$ cat src/rtl/she_gate_pkg.sv
package she_gate_pkg;

  localparam int PHASE_W = 16;
  localparam int ANG_W   = PHASE_W - 2;
  localparam int N_ANG   = 12;
  localparam int LOW_CNT = 3;
  localparam int ADDR_W  = $clog2(N_ANG);
  localparam int CNT_W   = $clog2(N_ANG + 1);
  localparam int SW_W    = 8;
  localparam int N_PH    = 3;

  typedef logic [N_ANG-1:0][ANG_W-1:0] ang_tbl_t;

  typedef enum logic [2:0] {
    LV_NEG2 = 3'd0,
    LV_NEG1 = 3'd1,
    LV_ZERO = 3'd2,
    LV_POS1 = 3'd3,
    LV_POS2 = 3'd4
  } level_t;

  function automatic logic [ANG_W-1:0] default_angle(input int idx);
    case (idx)
      0:       return ANG_W'(2440);
      1:       return ANG_W'(2854);
      2:       return ANG_W'(3571);
      3:       return ANG_W'(6463);
      4:       return ANG_W'(6882);
      5:       return ANG_W'(8422);
      6:       return ANG_W'(8783);
      7:       return ANG_W'(9986);
      8:       return ANG_W'(10627);
      9:       return ANG_W'(11107);
      10:      return ANG_W'(15268);
      default: return ANG_W'(15659);
    endcase
  endfunction

  // Count of crossed points -> signed level
  function automatic level_t band_level(input logic [CNT_W-1:0] k, input logic neg);
    logic [1:0] mag;
    if (k[0])                        mag = 2'd1;
    else if (int'(k) > LOW_CNT)      mag = 2'd2;
    else                             mag = 2'd0;
    case ({neg, mag})
      3'b001:  return LV_POS1;
      3'b010:  return LV_POS2;
      3'b101:  return LV_NEG1;
      3'b110:  return LV_NEG2;
      default: return LV_ZERO;
    endcase
  endfunction

  // Level -> {S11,S12,S13,S14,S21,S22,S23,S24}
  function automatic logic [SW_W-1:0] level_gates(input level_t lv);
    case (lv)
      LV_POS1: return 8'b1001_1010;
      LV_NEG1: return 8'b0110_1010;
      LV_POS2: return 8'b1001_1001;
      LV_NEG2: return 8'b0110_0110;
      default: return 8'b1010_1010;
    endcase
  endfunction

endpackage

$ cat src/rtl/she_angle_bank.sv
module she_angle_bank
  import she_gate_pkg::*;
#(
  parameter int N  = N_ANG,
  parameter int W  = ANG_W,
  parameter int AW = ADDR_W
) (
  input  logic                clk_i,
  input  logic                rst_i,
  input  logic                wr_en_i,
  input  logic [AW-1:0]       wr_addr_i,
  input  logic [W-1:0]        wr_data_i,
  input  logic                wrap_i,
  output logic [N-1:0][W-1:0] active_o
);

  logic [N-1:0][W-1:0] shadow_q;
  logic                wr_hit;

  assign wr_hit = wr_en_i && (int'(wr_addr_i) < N);

  always_ff @(posedge clk_i) begin
    if (rst_i) begin
      for (int i = 0; i < N; i++) begin
        shadow_q[i] <= W'(default_angle(i));
        active_o[i] <= W'(default_angle(i));
      end
    end else begin
      if (wrap_i) active_o <= shadow_q;
      if (wr_hit) shadow_q[wr_addr_i] <= wr_data_i;
    end
  end

  AST_BANK_STABLE: assert property (@(posedge clk_i) disable iff (rst_i)
    !wrap_i |=> $stable(active_o));
  AST_WRAP_COPY: assert property (@(posedge clk_i) disable iff (rst_i)
    wrap_i |=> active_o == $past(shadow_q));

endmodule

$ cat src/rtl/she_level_slicer.sv
module she_level_slicer
  import she_gate_pkg::*;
#(
  parameter int N  = N_ANG,
  parameter int PW = PHASE_W,
  parameter int CW = CNT_W
) (
  input  logic [PW-1:0]          phase_i,
  input  logic [N-1:0][PW-3:0]   angles_i,
  output level_t                 level_o
);

  localparam int FW = PW - 2;

  logic [FW-1:0] pos_raw;
  logic [FW-1:0] pos_fold;
  logic [CW-1:0] crossed;

  assign pos_raw  = phase_i[FW-1:0];
  assign pos_fold = phase_i[PW-2] ? ~pos_raw : pos_raw;

  always_comb begin
    crossed = '0;
    for (int i = 0; i < N; i++)
      if (angles_i[i] <= pos_fold) crossed = crossed + CW'(1);
  end

  assign level_o = band_level(crossed, phase_i[PW-1]);

endmodule

$ cat src/rtl/she_gate_gen.sv
module she_gate_gen
  import she_gate_pkg::*;
(
  input  logic                   clk_i,
  input  logic                   rst_i,
  input  logic [PHASE_W-1:0]     tune_i,
  input  logic                   wr_en_i,
  input  logic [ADDR_W-1:0]      wr_addr_i,
  input  logic [ANG_W-1:0]       wr_data_i,
  output logic [N_PH*SW_W-1:0]   gate_o
);

  localparam int unsigned FULL  = 2 ** PHASE_W;
  localparam logic [PHASE_W-1:0] LAG_B = PHASE_W'(FULL / 3);
  localparam logic [PHASE_W-1:0] LAG_C = PHASE_W'((2 * FULL + 1) / 3);

  logic [PHASE_W-1:0] acc_q;
  logic [PHASE_W-1:0] acc_next;
  logic               wrap;
  ang_tbl_t           active;
  logic [PHASE_W-1:0] ph [N_PH];
  level_t             lvl [N_PH];

  assign {wrap, acc_next} = {1'b0, acc_q} + {1'b0, tune_i};

  always_ff @(posedge clk_i) begin
    if (rst_i) acc_q <= '0;
    else       acc_q <= acc_next;
  end

  she_angle_bank u_bank (
    .clk_i     (clk_i),
    .rst_i     (rst_i),
    .wr_en_i   (wr_en_i),
    .wr_addr_i (wr_addr_i),
    .wr_data_i (wr_data_i),
    .wrap_i    (wrap),
    .active_o  (active)
  );

  assign ph[0] = acc_q;
  assign ph[1] = acc_q - LAG_B;
  assign ph[2] = acc_q - LAG_C;

  for (genvar p = 0; p < N_PH; p++) begin : g_phase
    she_level_slicer u_slice (
      .phase_i  (ph[p]),
      .angles_i (active),
      .level_o  (lvl[p])
    );

    always_ff @(posedge clk_i) begin
      if (rst_i) gate_o[p*SW_W +: SW_W] <= level_gates(LV_ZERO);
      else       gate_o[p*SW_W +: SW_W] <= level_gates(lvl[p]);
    end

    AST_HALF_SIGN: assert property (@(posedge clk_i) disable iff (rst_i)
      ph[p][PHASE_W-1] ? (lvl[p] <= LV_ZERO) : (lvl[p] >= LV_ZERO));

    for (genvar l = 0; l < SW_W / 2; l++) begin : g_leg
      AST_LEG_COMPLEMENT: assert property (@(posedge clk_i) disable iff (rst_i)
        gate_o[p*SW_W + 2*l] != gate_o[p*SW_W + 2*l + 1]);
    end
  end

endmodule

$ cat config.mk
export PLATFORM = sky130hd
export DESIGN_NAME = she_gate_gen
export DESIGN_NICKNAME = d
export VERILOG_FILES = /design/src/rtl/she_gate_pkg.sv /design/src/rtl/she_angle_bank.sv /design/src/rtl/she_level_slicer.sv /design/src/rtl/she_gate_gen.sv
export SDC_FILE = /design/constraint.sdc
export NUM_CORES = 2
export LEC_CHECK = 0
export ABC_AREA = 0
export CORE_MARGIN = 3
export CORE_UTILIZATION = 25
export DETAILED_ROUTE_END_ITERATION = 16
export PLACE_DENSITY_LB_ADDON = 0.25
export RECOVER_POWER = 50
export SETUP_SLACK_MARGIN = 0.5
export SYNTH_ARGS = -nofsm -noshare
export SYNTH_HDL_FRONTEND = slang
export SYNTH_SLANG_ARGS = --single-unit
$ cat constraint.sdc
create_clock -name clk_i -period 13.1 [get_ports clk_i]
set_clock_uncertainty 0.05 [all_clocks]
set_input_delay 1.31 -clock clk_i [delete_from_list [all_inputs] [get_ports clk_i]]
set_output_delay 1.31 -clock clk_i [all_outputs]
set_load 0.005 [all_outputs]
# --- Yosys cells after proc, flatten, opt, wreduce, memory -nomap -nowiden ---
# Index checks and enable logic that the tools add are counted.
# W data, S select, Z words.
classes:
  n_reduce_logical: 5
  add_sub_neg: 36
  mux: 54
  bitwise_logic: 3
  eq_ne: 21
  magnitude_cmp: 42
ops:
  columns: ["cell", "n"]
  rows:
  - ["$le A14 B14 Y1", 36]
  - ["$bwmux W168", 1]
  - ["$mux W4", 33]
  - ["$add A4 B1 Y4 const B", 30]
  - ["$pmux W8 S4", 3]
  - ["$demux W14 S4", 1]
  - ["$mux W14", 4]
  - ["$not A14 Y14", 3]
  - ["$pmux W3 S4", 3]
  - ["$eq A3 B3 Y1 const B", 9]
  - ["$eq A3 B1 Y1 const B", 6]
  - ["$eq A3 B2 Y1 const B", 6]
  - ["$add A16 B16 Y17", 1]
  - ["$sub A16 B15 Y16 const B", 1]
  - ["$sub A16 B16 Y16 const B", 1]
  - ["$gt A4 B2 Y1 const B", 3]
  - ["$mux W2", 6]
  - ["$logic_not A3 Y1", 3]
  - ["$add A1 B1 Y2 const B", 3]
  - ["$lt A4 B5 Y1 const B", 1]
  - ["$ge A4 B1 Y1 const B", 1]
  - ["$lt A4 B4 Y1 const B", 1]
  - ["$mux W1", 3]
  - ["$logic_and A1 B1 Y1", 2]
word_totals:
  in_bits: 37
  word_cells: 189
  output_inout_bits: 24
  register_bits: 376

# --- Depth between registers and ports, before layout ---
depth:
  word_depth: 34
  ltp_mapped: 55
  mapped_depth_nobuf: 54

# --- By module ---
# From an unflattened synthesis, not the netlist that was laid out.
hier_totals:
  hier_cells: 3332
  area_unflattened_um2: 30172.7
modules_own_cells:
  columns: ["mod", "seq_area_each_um2", "instances", "area_per_inst_um2", "cells_per_inst"]
  rows:
  - ["she_angle_bank", 6726.5, 1, 12428.2, 1151]
  - ["she_level_slicer at g_phase[0].u_slice", 0.0, 1, 5156.2, 642]
  - ["she_level_slicer at g_phase[1].u_slice", 0.0, 1, 5077.4, 625]
  - ["she_level_slicer at g_phase[2].u_slice", 0.0, 1, 5064.9, 627]
  - ["she_gate_gen", 800.8, 1, 2446.1, 287]

# --- Worst setup path before layout ---
# No wires, ideal clock.
synth_timing:
  kind: "register -> register"
  start: "reg acc_q[14]"
  end: "reg gate_o[16]"
  setup_time_ns: 0.116
  required_time_ns: 12.934
  period_less_slack_ns: 11.423
  arrival_ns: 11.256
  path_slack_ns: 1.677
  path_buffers: 4
  path_stages_with_launch: 50
  path_cell_list: "dfxtp_1 buf_2 buf_1 clkbuf_1 xor2_1 xnor2_1 ha_1 inv_1 a21o_1 maj3_1 maj3_1 maj3_1 a21o_1 a21o_1 maj3_1 maj3_1 a21oi_1 o21ai_0 (+14 left out) o31ai_1 ha_1 mux2_2 ha_1 nor2b_1 nor2_1 inv_1 ha_1 nor2b_1 a21o_1 ha_1 mux2_2 ha_1 nand3_1 a2bb2oi_1 or4_1 clkbuf_1 and4_1"
synth_between:
  elab_chain_cells: 33
  elab_cells_between_ends: 50
  cone_classes: "12 x add/sub; 13 x order compare; 7 x eq/ne; 17 x mux; 1 x reduce/logical"
synth_lines:
  columns: ["item", "line_no", "rtl"]
  rows:
  - ["from (decl)", "she_gate_gen.sv:17", "logic [PHASE_W-1:0] acc_q;"]
  - ["from (signal assigned)", "she_gate_gen.sv:28", "else acc_q <= acc_next;"]
  - ["$sub A16 B16 Y16 *", "she_gate_gen.sv:43", "assign ph[2] = acc_q - LAG_C;"]
  - ["$mux W14", "she_level_slicer.sv:20", "assign pos_fold = phase_i[PW-2] ? ~pos_raw : pos_raw;"]
  - ["$le A14 B14 Y1", "she_level_slicer.sv:25", "if (angles_i[i] <= pos_fold) crossed = crossed + CW'(1);"]
  - ["$mux W1", "she_level_slicer.sv:25", null]
  - ["$add A1 B1 Y2", "she_level_slicer.sv:25", null]
  - ["$mux W4", "she_level_slicer.sv:25", null]
  - ["$add A4 B1 Y4", "she_level_slicer.sv:25", null]
  - ["$mux W4", "she_level_slicer.sv:25", null]
  - ["(+17 left out)", null, null]
  - ["$mux W4", "she_level_slicer.sv:25", null]
  - ["$gt A4 B2 Y1", "she_gate_pkg.sv:43", "else if (int'(k) > LOW_CNT) mag = 2'd2;"]
  - ["$mux W2", "she_gate_pkg.sv:43", null]
  - ["$mux W2", "she_gate_pkg.sv:42", "if (k[0]) mag = 2'd1;"]
  - ["$eq A3 B3 Y1, or another cell as far along", "she_gate_pkg.sv:45", "case ({neg, mag})"]
  - ["$pmux W3 S4 *", "she_gate_pkg.sv:45", null]
  - ["$eq A3 B3 Y1, or another cell as far along", "she_gate_pkg.sv:56", "case (lv)"]
  - ["$pmux W8 S4 *", "she_gate_pkg.sv:56", null]
  - ["to (signal, indexed assignment)", "she_gate_gen.sv:53", "if (rst_i) gate_o[p*SW_W +: SW_W] <= level_gates(LV_ZERO);"]
  - ["to (signal, indexed assignment)", "she_gate_gen.sv:54", "else gate_o[p*SW_W +: SW_W] <= level_gates(lvl[p]);"]
  - ["to (decl)", "she_gate_gen.sv:10", "output logic [N_PH*SW_W-1:0] gate_o"]
# Every way passes the cells marked *; elsewhere a longest branch is shown, timed or not.
# A chain may end at the register's enable or synchronous reset.

# --- Worst setup path in the final report ---
layout_timing:
  start: "reg acc_q[4]"
  end: "reg gate_o[16]"
layout_between:
  elab_chain_cells: 34
  elab_cells_between_ends: 51
  cone_classes: "12 x add/sub; 13 x order compare; 7 x eq/ne; 17 x mux; 1 x bitwise; 1 x reduce/logical"
layout_lines:
  columns: ["item", "line_no"]
  rows:
  - ["$sub A16 B16 Y16 *", "she_gate_gen.sv:43"]
  - ["$not A14 Y14", "she_level_slicer.sv:20"]
  - ["$mux W14", "she_level_slicer.sv:20"]
  - ["$le A14 B14 Y1", "she_level_slicer.sv:25"]
  - ["$mux W1", "she_level_slicer.sv:25"]
  - ["$add A1 B1 Y2", "she_level_slicer.sv:25"]
  - ["$mux W4", "she_level_slicer.sv:25"]
  - ["$add A4 B1 Y4", "she_level_slicer.sv:25"]
  - ["(+18 left out)", null]
  - ["$mux W4", "she_level_slicer.sv:25"]
  - ["$gt A4 B2 Y1", "she_gate_pkg.sv:43"]
  - ["$mux W2", "she_gate_pkg.sv:43"]
  - ["$mux W2", "she_gate_pkg.sv:42"]
  - ["$eq A3 B3 Y1, or another cell as far along", "she_gate_pkg.sv:45"]
  - ["$pmux W3 S4 *", "she_gate_pkg.sv:45"]
  - ["$eq A3 B3 Y1, or another cell as far along", "she_gate_pkg.sv:56"]
  - ["$pmux W8 S4 *", "she_gate_pkg.sv:56"]
# Marked as above.

==> metrics.md <==
| Metric | Value |
|---|---|
| Wire length of the first global-routing pass | 167.9 mm |
| Crit-path max cell delay | 690 ps |
| TritonCTS clock tree | done |
| CP required | 13540 ps |
| Slew margin rel. | -344.7% |
| Worst Tran Pin Value | 6671 ps |
| Slew Viols, Final | 363 |
| Post-layout net count | 4083 |
| Top cell type by total area after synthesis | dfxtp_1 |
| Upper clock frequency limit | 84.49 MHz |
| Synthesized area | 29680 µm² |
| Failing checks | capacitance limit, slew limit |
| Clock Latency Late Sink | 640 ps |
| Status | finished with violations |
| Most frequent cell after synthesis | nand2_1 |
| Maximum clock path buffer count | 3 |
| Final period util | 90.35% |
| Area growth, synth to finish | 14.30% |
| Die Span X | 350.6 µm |
| Top cells by area, synth | dfxtp_1, ha_1, nand2_1 |
| GRT overflow | 0 |
| Cells after DPL | 5088 |
| WP data arrival | 12270 ps |
| Cell count after synthesis | 3605 |
| HPWL after DPL | 82.02 mm |
| Flops & latches, synth | 376 |
| Root Buffer | clkbuf_16 |
| Most used DFF post-synth | dfxtp_1 |
| Residual DRC count | 0 |
| Kind of end point of the critical path | register |
| Htree depth | 2 |
| RSZ-0062 raised after global routing | false |
| Largest net degree at the start of global routing | 213 |
| Die area | 122900 µm² |
| Clk sinks | 376 |
| TNS Setup | 0 ps |
| Num CTS Buffers | 44 |
| Setup violators final | 0 |
| GP Congestion | 0.9493 |
| GRT Util Overall | 18.22% |
| Via count | 26445 |
| Antenna Nets Post-Route | 0 |
| Post-route minimum period | 11840 ps |
| Mapped Nets | 4078 |
| Yosys cell types | 99 |
| CP max FO | 11 |
| Top cell type's share of synthesized area | 25.36% |
| Hold crit path type | register to register |
| Kind of critical path | register to register |
| Vias in the first global route | 24671 |
| Iter 0 DRT Violations | 2265 |
| WL final | 114.2 mm |
| Post-synthesis async set-or-reset flop share | 0% |
| Synthesis warning total | 0 |
| 1st-pass router iterations | 5 |
| I/O pin total | 61 |
| Vias per inst | 5.115 |
| Synth cell count leaders | nand2_1, ha_1, dfxtp_1, a21oi_1, nor2_1 |
| Crit path launch type | register |
| Max cap viols | 2 |
| Clk slew on worst S/H paths | 70 ps |
| Die H | 350.6 µm |
| Number of synthesized flops with an enable pin | 0 |
| CP max stage cell | dfxtp_1 |
| WL/cell | 22.08 µm |
| Initial antenna violation count | 5 |
| Hold Slack | 389.1 ps |
| Initial core utilization | 25.37% |
| Avg Inst Size Synth | 8.233 µm² |
| FP Rows | 125 |
| Port bufs | 60 |
| Layout cells sized above 1 | 7.382% |
| Area of the core | 117000 µm² |
| Register area share after synthesis | 25.36% |
| Final hold viol count | 0 |
| Most used cell, CP | ha_1 |
| Fin cells | 5170 |
-- path summary, 6_finish.rpt --
check / from / to / slack (ps) / depth (start not counted)
setup reg to reg: acc_q[4]$_SDFF_PP0_ / gate_o[16]$_SDFF_PP0_ / 1260 / 49
hold / removal: u_bank.shadow_q[92]$_SDFFE_PP0P_ / u_bank.active_o[92]$_SDFFE_PP0P_ / 390 / 2
setup / recovery: acc_q[4]$_SDFF_PP0_ / gate_o[16]$_SDFF_PP0_ / 1260 / 49
hold reg to reg: u_bank.shadow_q[92]$_SDFFE_PP0P_ / u_bank.active_o[92]$_SDFFE_PP0P_ / 390 / 2
-- logic make-up after synthesis --
group	synth area share, %
AO/OA/AOI/OAI	16.75
XOR/XNOR	8.744
adder cells (fa/ha/maj)	20.24
buffers and inverters	3.963
flip-flops	25.36
multiplexers	1.897
AND/OR/NAND/NOR	23.04
-- routing by layer --
layer / wire [µm] / share of wire, % / up-vias / global-route usage [%]
met5: 32 / 0.028 / - / 0
met4: 2669 / 2.3 / 4 / 4.358
met3: 7076 / 6.2 / 121 / 3.105
met2: 49630 / 43 / 693 / 28.67
met1: 54760 / 48 / 12722 / 25.77
li1: - / - / 12905 / -
-- final cells by class --
type | instances | area (µm²)
antenna | 2 | 5.005
clock buffer | 63 | 1272
clock inverter | 17 | 202.7
fill | 12538 | 83060
inverter | 114 | 430.4
multi-input combinational | 2929 | 21320
sequential | 376 | 7532
tap | 1524 | 1907
timing repair buffer | 145 | 1255
-- what timing repair did --
action                                  4_1_cts  5_1_grt
hold buffers                                  0        0
setup buffers                                 0        0
gates resized for setup                       0        4
endpoints found under the setup margin        0        8
-- registers in the layout (all words and copies together) (netlist names) --
register and count:
gate_o 24, u_bank.active_o 168, u_bank.shadow_q 168, acc_q 16
-- worst max-delay path, delay by kind of cell, from the launching register on --
kind                       cells  cell delay [ps]
muxes                          2              530
xor gates and xnor gates       1              210
adders and majority gates     15             4680
buffers and inverters          4              630
DFF                            1              690
and+or+nand+nor               12             2020
AOI/OAI and AO/OA             15             2860
-- through the flow --
stage,util [%],cell area (µm²),setup WS (ps)
finish,29.00,33920,1264
global route,28.99,33920,504.5
CTS,29.01,33940,1055
detailed placement,27.75,32460,1102
global placement,27.75,32460,1342
floorplan,-,29680,1677
-- layout by cell type, fill, tap and decap left out, types with 16 or more instances in the layout --
master and count:
nand2b_1 30, nand4_1 70, or3_1 16, a21oi_1 261
o21ai_0 114, and2_1 19, xnor2_2 35, dfxtp_1 372
nor2b_1 92, dlygate4sd3_1 24, and4_1 16, ha_1 435
xnor2_1 129, nor3_1 45, and3_1 24, o211ai_1 17
xor2_1 43, nor4_1 17, nand3b_1 129, buf_4 82
o21a_1 58, clkdlybuf4s50_1 35, a211oi_1 20, maj3_1 52
mux2i_1 45, xnor3_1 25, a21o_1 76, nor2_1 157
nand3_1 61, inv_1 110, nand2_1 641, clkbuf_16 44
a211o_1 55
Power is not shown: default switching activity piles up to over one toggle a cycle in this logic, so the estimate is an artifact.
